`src/rtl/slp_pkg.sv`:
```
package slp_pkg;
  typedef enum logic [1:0] {
    LVL_IDLE = 2'd0,
    LVL_STBY = 2'd1,
    LVL_OFF  = 2'd2,
    LVL_RSVD = 2'd3
  } lvl_e;

  typedef enum logic [3:0] {
    ST_RUN, ST_IDLE, ST_STBY_WAIT, ST_STBY, ST_OFF,
    ST_WK_MAIN, ST_WK_BUS, ST_WK_CPU, ST_WK_DONE
  } st_e;
endpackage

```
`src/rtl/slp_rst_sync.sv`:
```
module slp_rst_sync #(
  parameter int STAGES = 2
) (
  input  logic clk,
  input  logic rst_n,
  output logic rst_sync_n
);
  logic [STAGES-1:0] sync_q;
  logic [STAGES-1:0] sync_d;

  always_comb begin
    sync_d = {sync_q[STAGES-2:0], 1'b1};
  end

  always_ff @(posedge clk or negedge rst_n) begin
    if (!rst_n) sync_q <= '0;
    else        sync_q <= sync_d;
  end

  assign rst_sync_n = sync_q[STAGES-1];
endmodule

```
`src/rtl/slp_cfg_bridge.sv`:
```
module slp_cfg_bridge
  import slp_pkg::*;
#(
  parameter int LAT = 2
) (
  input  logic       clk,
  input  logic       rst_n,
  input  logic       wr_en,
  input  logic [1:0] wdata,
  output lvl_e       level
);
  logic [LAT-1:0]      vld_q, vld_d;
  logic [LAT-1:0][1:0] dat_q, dat_d;
  lvl_e                level_q, level_d;

  always_comb begin
    vld_d[0] = wr_en && (wdata != LVL_RSVD);
    dat_d[0] = wdata;
    for (int i = 1; i < LAT; i++) begin
      vld_d[i] = vld_q[i-1];
      dat_d[i] = dat_q[i-1];
    end
    level_d = vld_q[LAT-1] ? lvl_e'(dat_q[LAT-1]) : level_q;
  end

  always_ff @(posedge clk or negedge rst_n) begin
    if (!rst_n) begin
      vld_q   <= '0;
      dat_q   <= '0;
      level_q <= LVL_IDLE;
    end else begin
      vld_q   <= vld_d;
      dat_q   <= dat_d;
      level_q <= level_d;
    end
  end

  assign level = level_q;
endmodule

```
`src/rtl/slp_wake_qual.sv`:
```
module slp_wake_qual #(
  parameter int NP = 4
) (
  input  logic [NP-1:0] sync_wake,
  input  logic [NP-1:0] rstby_mask,
  input  logic          async_wake,
  output logic          wake_light,
  output logic          wake_deep
);
  assign wake_light = async_wake | (|sync_wake);
  assign wake_deep  = async_wake | (|(sync_wake & rstby_mask));
endmodule

```
`src/rtl/slp_fsm.sv`:
```
module slp_fsm
  import slp_pkg::*;
(
  input  logic clk,
  input  logic rst_n,
  input  logic wfi_req,
  input  lvl_e level,
  input  logic vreg_ready,
  input  logic wake_light,
  input  logic wake_deep,
  output st_e  state
);
  st_e state_q, state_d;

  always_comb begin
    state_d = state_q;
    unique case (state_q)
      ST_RUN: if (wfi_req) begin
        case (level)
          LVL_IDLE: state_d = ST_IDLE;
          LVL_STBY: state_d = vreg_ready ? ST_STBY : ST_STBY_WAIT;
          LVL_OFF:  state_d = ST_OFF;
          default:  state_d = ST_RUN;
        endcase
      end
      ST_IDLE:      if (wake_light) state_d = ST_WK_MAIN;
      ST_STBY_WAIT: begin
        if (wake_light)      state_d = ST_RUN;
        else if (vreg_ready) state_d = ST_STBY;
      end
      ST_STBY:      if (wake_deep) state_d = ST_WK_MAIN;
      ST_OFF:       state_d = ST_OFF;
      ST_WK_MAIN:   state_d = ST_WK_BUS;
      ST_WK_BUS:    state_d = ST_WK_CPU;
      ST_WK_CPU:    state_d = ST_WK_DONE;
      ST_WK_DONE:   state_d = ST_RUN;
      default:      state_d = ST_RUN;
    endcase
  end

  always_ff @(posedge clk or negedge rst_n) begin
    if (!rst_n) state_q <= ST_RUN;
    else        state_q <= state_d;
  end

  assign state = state_q;
endmodule

```
`src/rtl/slp_clk_gate.sv`:
```
module slp_clk_gate
  import slp_pkg::*;
#(
  parameter int NO = 2,
  parameter int NG = 3
) (
  input  st_e           state,
  input  logic          bus_clk_req,
  input  logic [NG-1:0] gclk_req,
  input  logic [NO-1:0] osc_req,
  input  logic [NO-1:0] osc_rstby,
  output logic          cpu_clk_en,
  output logic          bus_clk_en,
  output logic          main_clk_en,
  output logic [NG-1:0] gclk_en,
  output logic [NO-1:0] osc_en,
  output logic          vreg_lp,
  output logic          vreg_off,
  output logic          nvm_off,
  output logic          wake_done
);
  always_comb begin
    cpu_clk_en  = 1'b0;
    bus_clk_en  = 1'b0;
    main_clk_en = 1'b0;
    gclk_en     = '0;
    vreg_lp     = 1'b0;
    vreg_off    = 1'b0;
    nvm_off     = 1'b0;
    wake_done   = 1'b0;
    unique case (state)
      ST_IDLE: begin
        main_clk_en = 1'b1;
        bus_clk_en  = bus_clk_req;
        gclk_en     = '1;
      end
      ST_STBY: begin
        main_clk_en = bus_clk_req | (|gclk_req);
        bus_clk_en  = bus_clk_req;
        gclk_en     = gclk_req;
        vreg_lp     = 1'b1;
      end
      ST_OFF: begin
        vreg_off = 1'b1;
        nvm_off  = 1'b1;
      end
      ST_WK_MAIN: main_clk_en = 1'b1;
      ST_WK_BUS: begin
        main_clk_en = 1'b1;
        bus_clk_en  = 1'b1;
        gclk_en     = '1;
      end
      default: begin
        main_clk_en = 1'b1;
        bus_clk_en  = 1'b1;
        gclk_en     = '1;
        cpu_clk_en  = 1'b1;
        wake_done   = (state == ST_WK_DONE);
      end
    endcase
  end

  for (genvar g = 0; g < NO; g++) begin : g_osc
    assign osc_en[g] = (state == ST_OFF)  ? 1'b0 :
                       (state == ST_STBY) ? (osc_req[g] | osc_rstby[g]) : 1'b1;
  end
endmodule

```
`src/rtl/slp_seq_top.sv`:
```
module slp_seq_top
  import slp_pkg::*;
#(
  parameter int NP  = 4,
  parameter int NO  = 2,
  parameter int NG  = 3,
  parameter int LAT = 2
) (
  input  logic          clk,
  input  logic          rst_n,
  input  logic          cfg_wr_en,
  input  logic [1:0]    cfg_wdata,
  output logic [1:0]    cfg_rdata,
  input  logic          wfi_req,
  input  logic [NP-1:0] sync_wake,
  input  logic          async_wake,
  input  logic [NP-1:0] rstby_mask,
  input  logic [NO-1:0] osc_req,
  input  logic [NO-1:0] osc_rstby,
  input  logic          bus_clk_req,
  input  logic [NG-1:0] gclk_req,
  input  logic          vreg_ready,
  output logic          cpu_clk_en,
  output logic          bus_clk_en,
  output logic          main_clk_en,
  output logic [NG-1:0] gclk_en,
  output logic [NO-1:0] osc_en,
  output logic          vreg_lp,
  output logic          vreg_off,
  output logic          nvm_off,
  output logic          wake_done
);
  logic rst_int_n;
  lvl_e level;
  logic wake_light, wake_deep;
  st_e  state;

  slp_rst_sync #(.STAGES(2)) rst_i (
    .clk(clk), .rst_n(rst_n), .rst_sync_n(rst_int_n)
  );

  slp_cfg_bridge #(.LAT(LAT)) cfg_i (
    .clk(clk), .rst_n(rst_int_n), .wr_en(cfg_wr_en),
    .wdata(cfg_wdata), .level(level)
  );

  assign cfg_rdata = level;

  slp_wake_qual #(.NP(NP)) wq_i (
    .sync_wake(sync_wake), .rstby_mask(rstby_mask), .async_wake(async_wake),
    .wake_light(wake_light), .wake_deep(wake_deep)
  );

  slp_fsm fsm_i (
    .clk(clk), .rst_n(rst_int_n), .wfi_req(wfi_req), .level(level),
    .vreg_ready(vreg_ready), .wake_light(wake_light), .wake_deep(wake_deep),
    .state(state)
  );

  slp_clk_gate #(.NO(NO), .NG(NG)) gate_i (
    .state(state), .bus_clk_req(bus_clk_req), .gclk_req(gclk_req),
    .osc_req(osc_req), .osc_rstby(osc_rstby),
    .cpu_clk_en(cpu_clk_en), .bus_clk_en(bus_clk_en), .main_clk_en(main_clk_en),
    .gclk_en(gclk_en), .osc_en(osc_en), .vreg_lp(vreg_lp), .vreg_off(vreg_off),
    .nvm_off(nvm_off), .wake_done(wake_done)
  );
endmodule

```
`config.mk`:
```
export PLATFORM = sky130hd
export DESIGN_NAME = slp_seq_top
export DESIGN_NICKNAME = d
export VERILOG_FILES = /design/src/rtl/slp_pkg.sv /design/src/rtl/slp_rst_sync.sv /design/src/rtl/slp_cfg_bridge.sv /design/src/rtl/slp_wake_qual.sv /design/src/rtl/slp_fsm.sv /design/src/rtl/slp_clk_gate.sv /design/src/rtl/slp_seq_top.sv
export SDC_FILE = /design/constraint.sdc
export NUM_CORES = 1
export LEC_CHECK = 0
export BUFFER_PORTS_ARGS = -buffer_cell sky130_fd_sc_hd__buf_4
export CORE_ASPECT_RATIO = 1.4
export CORE_MARGIN = 5
export CORE_UTILIZATION = 40
export DETAILED_ROUTE_END_ITERATION = 8
export GPL_TIMING_DRIVEN = 1
export PLACE_DENSITY_LB_ADDON = 0.15
export SLEW_MARGIN = 0
export SYNTH_ARGS = -nofsm -noshare
export SYNTH_HDL_FRONTEND = slang
export SYNTH_SLANG_ARGS = --single-unit
```
`constraint.sdc`:
```
create_clock -name clk -period 1.3 [get_ports clk]
set_clock_uncertainty 0.15 [all_clocks]
set_input_delay 0.065 -clock clk [delete_from_list [all_inputs] [get_ports clk]]
set_output_delay 0.065 -clock clk [all_outputs]
set_load 0.02 [all_outputs]
```
# After elaboration in Yosys (flattened, before gate mapping)
# Index checks and enable logic that the tools add are counted.
[totals]
wordCells = 56
output_inout_bits = 14
register_bits = 14
[classes]
eq_ne = 15
bitwise = 6
reduce_logical = 10
mux = 19
[ops]
columns = ["op", "count"]
rows = [
  ["4-bit case mux with 8 select lines", 1],
  ["4-bit 2-to-1 mux", 5],
  ["4-bit by 3-bit equality test with 1-bit output (second input constant)", 4],
  ["4-bit case mux with 3 select lines", 1],
  ["1-bit 2-to-1 mux", 9],
  ["4-bit by 2-bit equality test with 1-bit output (second input constant)", 2],
  ["4-bit OR reduction", 2],
  ["3-bit case mux with 2 select lines", 1],
  ["1-bit bitwise OR", 5],
  ["5-bit OR reduction", 1],
  ["4-bit AND", 1],
  ["4-bit by 1-bit equality test with 1-bit output (second input constant)", 1],
  ["4-bit equality test (second input constant)", 1],
  ["4-bit logical NOT", 1],
  ["2-bit by 1-bit inequality test with 1-bit output (second input constant)", 2],
  ["2-bit inequality test (second input constant)", 2],
  ["1-bit case mux with 2 select lines", 2],
  ["4-bit AND reduction", 1],
  ["2-bit OR reduction", 2],
  ["3-bit by 2-bit inequality test with 1-bit output (second input constant)", 1],
  ["3-bit OR reduction", 1],
  ["2-bit by 1-bit equality test with 1-bit output (second input constant)", 1],
  ["2-bit equality test (second input constant)", 1],
  ["2-bit logical NOT", 1],
  ["1-bit logical AND", 1],
]

# Logic depth before layout (Yosys ltp)
[depth]
word_depth = 5
ltp_mapped = 4
depth_no_buf = 3

# By module
# From an unflattened synthesis, not the netlist that was laid out.
[unflattened]
hier_cells = 80
hier_area_um2 = 775.7
[modules_own_cells]
columns = ["mod", "area_per_inst_um2", "instances", "cells_per_inst"]
rows = [
  ["slp_fsm", 300.3, 1, 36],
  ["slp_cfg_bridge", 230.2, 1, 11],
  ["slp_clk_gate", 160.2, 1, 24],
  ["slp_rst_sync", 53.8, 1, 3],
  ["slp_wake_qual", 31.3, 1, 6],
]

# Worst setup path before layout
# Ideal clock, no wire load.
[synth_path]
path_kind = "register -> output"
start = "register fsm_i.state_q[0] (netlist: fsm_i.state[0])"
end = "output wake_done"
arrival_time_ps = 1377
stages_incl_launch_ff = 3
setup_slack_ps = -292
n_path_buf = 1
path_cell_list = "dfrtp_1 buf_2 nor4b_1"
[synth_via]
elab_chain_len = 3
[synth_rtl]
columns = ["element", "line", "source"]
rows = [
  ["from (decl)", "slp_fsm.sv:13", "st_e state_q, state_d;"],
  ["from (signal assigned)", "slp_fsm.sv:43", "else state_q <= state_d;"],
  ["4-bit by 3-bit equality test with 1-bit output (tied with other cells)", "slp_clk_gate.sv:31", "unique case (state)"],
  ["5-bit OR reduction (no line)", "n/a", ""],
  ["1-bit 2-to-1 mux *", "slp_clk_gate.sv:31", ""],
  ["to (decl)", "slp_seq_top.sv:31", "output logic wake_done"],
]
# Every way passes the cells marked *; elsewhere a longest branch is shown, timed or not.

# Worst setup path after layout
[layout_path]
start = "register fsm_i.state_q[0] (netlist: fsm_i.state[0])"
end = "output bus_clk_en"
[layout_via]
elab_chain_len = 3
[layout_rtl]
columns = ["element", "line", "source"]
rows = [
  ["4-bit by 3-bit equality test with 1-bit output (tied with other cells)", "slp_clk_gate.sv:31", ""],
  ["2-bit OR reduction (no line)", "n/a", ""],
  ["1-bit case mux with 2 select lines *", "slp_clk_gate.sv:31", ""],
  ["to (decl)", "slp_seq_top.sv:24", "output logic bus_clk_en,"],
]
# Marks and branches as above.

==> results.yml <==
critical_path:
  start_kind: "flip-flop"
  endpoint_kind: "primary output"
  crit_fanout: 6
  ff2ff_path_depth: 5
  critPathKind: "reg2out"
  required_ns: 1.09
  worstPathArrival_ns: 1.44
routing:
  routedWlPerCell_um: 15.2
  first_pass_iters: 6
  vias_per_cell: 5.32
  ant_nets: 0
  drc: 0
  finalWirelength_um: 2370
  vias: 830
  drtIter0Drc: 7
min_path:
  hold_path_class: "in2reg"
  whs_path_depth: 4
global_route:
  grt_max_degree: 13
  grt-ovfl-total: 0
  grt_pass1_wl_um: 3470
  antenna_found_initial: 0
  grt_pass1_vias: 857
  grt_usage_pct: 16.8
final_layout:
  multi_input_area_um2: 429
  regArea_um2: 355
  diodes: 0
  layout.nets: 161
  final_cell_count_no_fill: 156
  final_common_cell: "buf_4"
  num-fill-cells: 123
  syn_to_final_growth_pct: 82.1
  final_cell_mix: "buf_4 (47), buf_6 (13), dfrtp_1 (10), dlygate4sd3_1 (5)"
  drive_gt1_share_pct: 60.3
synthesis:
  ys_seq_area_share_pct: 45.5
  synth.distinct_cells: 37
  synth_seq_cells: 14
  synth_flop_cell: "dfrtp_1"
  synthTopCellsByArea: "dfrtp_1 (46%), o21bai_1 (3.9%), and2b_1 (2.9%)"
  synth_fp_nets: 96
  avgSynthCellArea_um2: 10.7
  synth.largest_area_cell: "dfrtp_1"
  synthCells: 72
  synthesis.area_um2: 769
  synthArstFlopShare_pct: 100
  yosysWarnings: 0
  synth_edf_count: 0
  synth_top_area_share_pct: 45.5
floorplan:
  die_h_um: 61.9
  coreArea_mm2: 0.00180
  die_w_um: 47.1
  start_util_pct: 42.7
  pin_count: 38
  die_area_mm2: 0.00291
  row_count: 18
clock_network:
  cts_root_buffer: "clkbuf_4"
  numCtsBuffers: 3
  clkSlewWorstSetupHoldPaths_ns: 0.08
  clock_sink_count: 14
  htreeDepth: 1
  clock_latency_ns: 0.27
  cts-hold-fix-buffers: 5
  clock_path_buffers: 2
  cts_tree: "done"
timing:
  final.setup.worst_slack_ns: -0.358
  finalSetupTns_ns: -4.65
  slew_violations: 0
  finalSetupViolations: 15
  grt_setup_unrepaired: "yes"
  timing.hold.ws_ns: -0.0491
  period_share_pct: 128
  finalHoldViolations: 1
  period_minus_slack_ns: 1.66
  fmax_mhz: 603
run_status:
  violations: "hold timing, setup timing"
  status: "finished with violations"
placed_design:
  placed_cells: 135
  gp_congestion: 0.740
  hpwl_um: 1640
  port_buffers: 37
power:
  p_clk_share_pct: 9.8
  combPwrFrac_pct: 69.7
  power_density_mw_per_mm2: 2180
  ir_drop_mv: 1.43
  seqPwrFrac_pct: 20.6
  p_int_w: 0.00184
  p_sw_share_pct: 39.7
  p_sw_w: 0.00121
  leakagePower_nw: 0.651
flow_run:
  cap_viol_max_count: 0
flip-flops by register name, summed over array words and instances (netlist names):
signal        cells
cfg_i.dat_d       2
cfg_i.dat_q       2
fsm_i.state       4
rst_i.sync_q      2
cfg_i.vld_q       2
cfg_i.level       2
worst max-delay path: stages (launching register included):
cell	delay, ns
dfrtp_2	0.45
buf_4	0.16
and2b_1	0.16
nor2b_1	0.12
o21bai_1	0.12
buf_4	0.16
power by group through the flow:
stage | Clock (W) | Combinational [W] | Sequential (W)
2_1_floorplan | 0 | 0.00101 | 0.000597
3_3_place_gp | 0 | 0.00154 | 0.000667
3_5_place_dp | 0 | 0.00157 | 0.000678
4_1_cts | 0.000305 | 0.00179 | 0.000635
5_1_grt | 0.000328 | 0.00226 | 0.000640
6_report | 0.000298 | 0.00213 | 0.000628
cell usage after synthesis (2+ instances only):
library cell / instances
a31oi_1: 2
nand3_1: 2
buf_6: 2
nor3_1: 2
a21oi_1: 4
o21bai_1: 4
nor2_1: 6
mux2_2: 2
buf_2: 2
and2b_1: 3
nor4_1: 2
nor2b_1: 3
dfrtp_1: 14
layer usage:
| layer | GRT usage (%) | vias up | part of all wire (%) |
|---|---|---|---|
| li1 | - | 401 | - |
| met1 | 14.5 | 398 | 34 |
| met2 | 35.1 | 29 | 59 |
| met3 | 1.73 | 2 | 6.5 |
| met4 | 8.70 | 0 | 0.76 |
| met5 | 0 | - | 0 |
area by class of cell:
cell class | count | area share (%)
clock buffers | 4 | 2.59
inverters | 1 | 0.446
multi-input cells | 52 | 30.6
flip-flops and latches | 14 | 25.4
well taps | 20 | 1.79
repair buffers | 65 | 39.2
timing repair:
item | CTS | global route
pin swaps | 2 | 3
endpoints found under the setup margin | 15 | 15
setup buffers | 6 | 6
hold endpoints to repair | 6 | 1
resized for setup | 7 | 18
cloned | 0 | 0
metrics by stage:
stage | area, um^2 | hold WS (ns) | util [%] | power (W) | worst slack [ns]
2_1_floorplan | 795 | -0.381 | - | 0.00160 | -0.199
3_3_place_gp | 1140 | -0.303 | 63.3 | 0.00221 | -0.144
3_5_place_dp | 1140 | -0.303 | 63.3 | 0.00224 | -0.205
4_1_cts | 1290 | -0.0474 | 71.7 | 0.00273 | -0.369
5_1_grt | 1400 | -0.0386 | 77.8 | 0.00323 | -0.452
6_report | 1400 | -0.0491 | 77.8 | 0.00305 | -0.358
worst paths after layout:
check | from | endpoint | slack, ns
worst max-delay path | fsm_i.state[0] | bus_clk_en | -0.36
worst min-delay path | sync_wake[1] | fsm_i.state[0] | -0.05
worst max register to register | fsm_i.state[2] | fsm_i.state[1] | -0.30
worst min register to register | rst_i.sync_q[1] | cfg_i.level[1] | 0.02
max in group asynchronous | rst_n | rst_i.sync_q[0] | 0.36
min in group asynchronous | rst_i.sync_q[1] | cfg_i.level[1] | 0.02
cell families after synthesis:
logic type,after synthesis,share of synthesized area [%]
other cells,1,0.487
buf+inv,6,5.69
compound gates,19,17.9
mux,2,2.93
flops,14,45.5
simple gates,30,27.5
No activity file was read; power rests on OpenSTA's default activity.
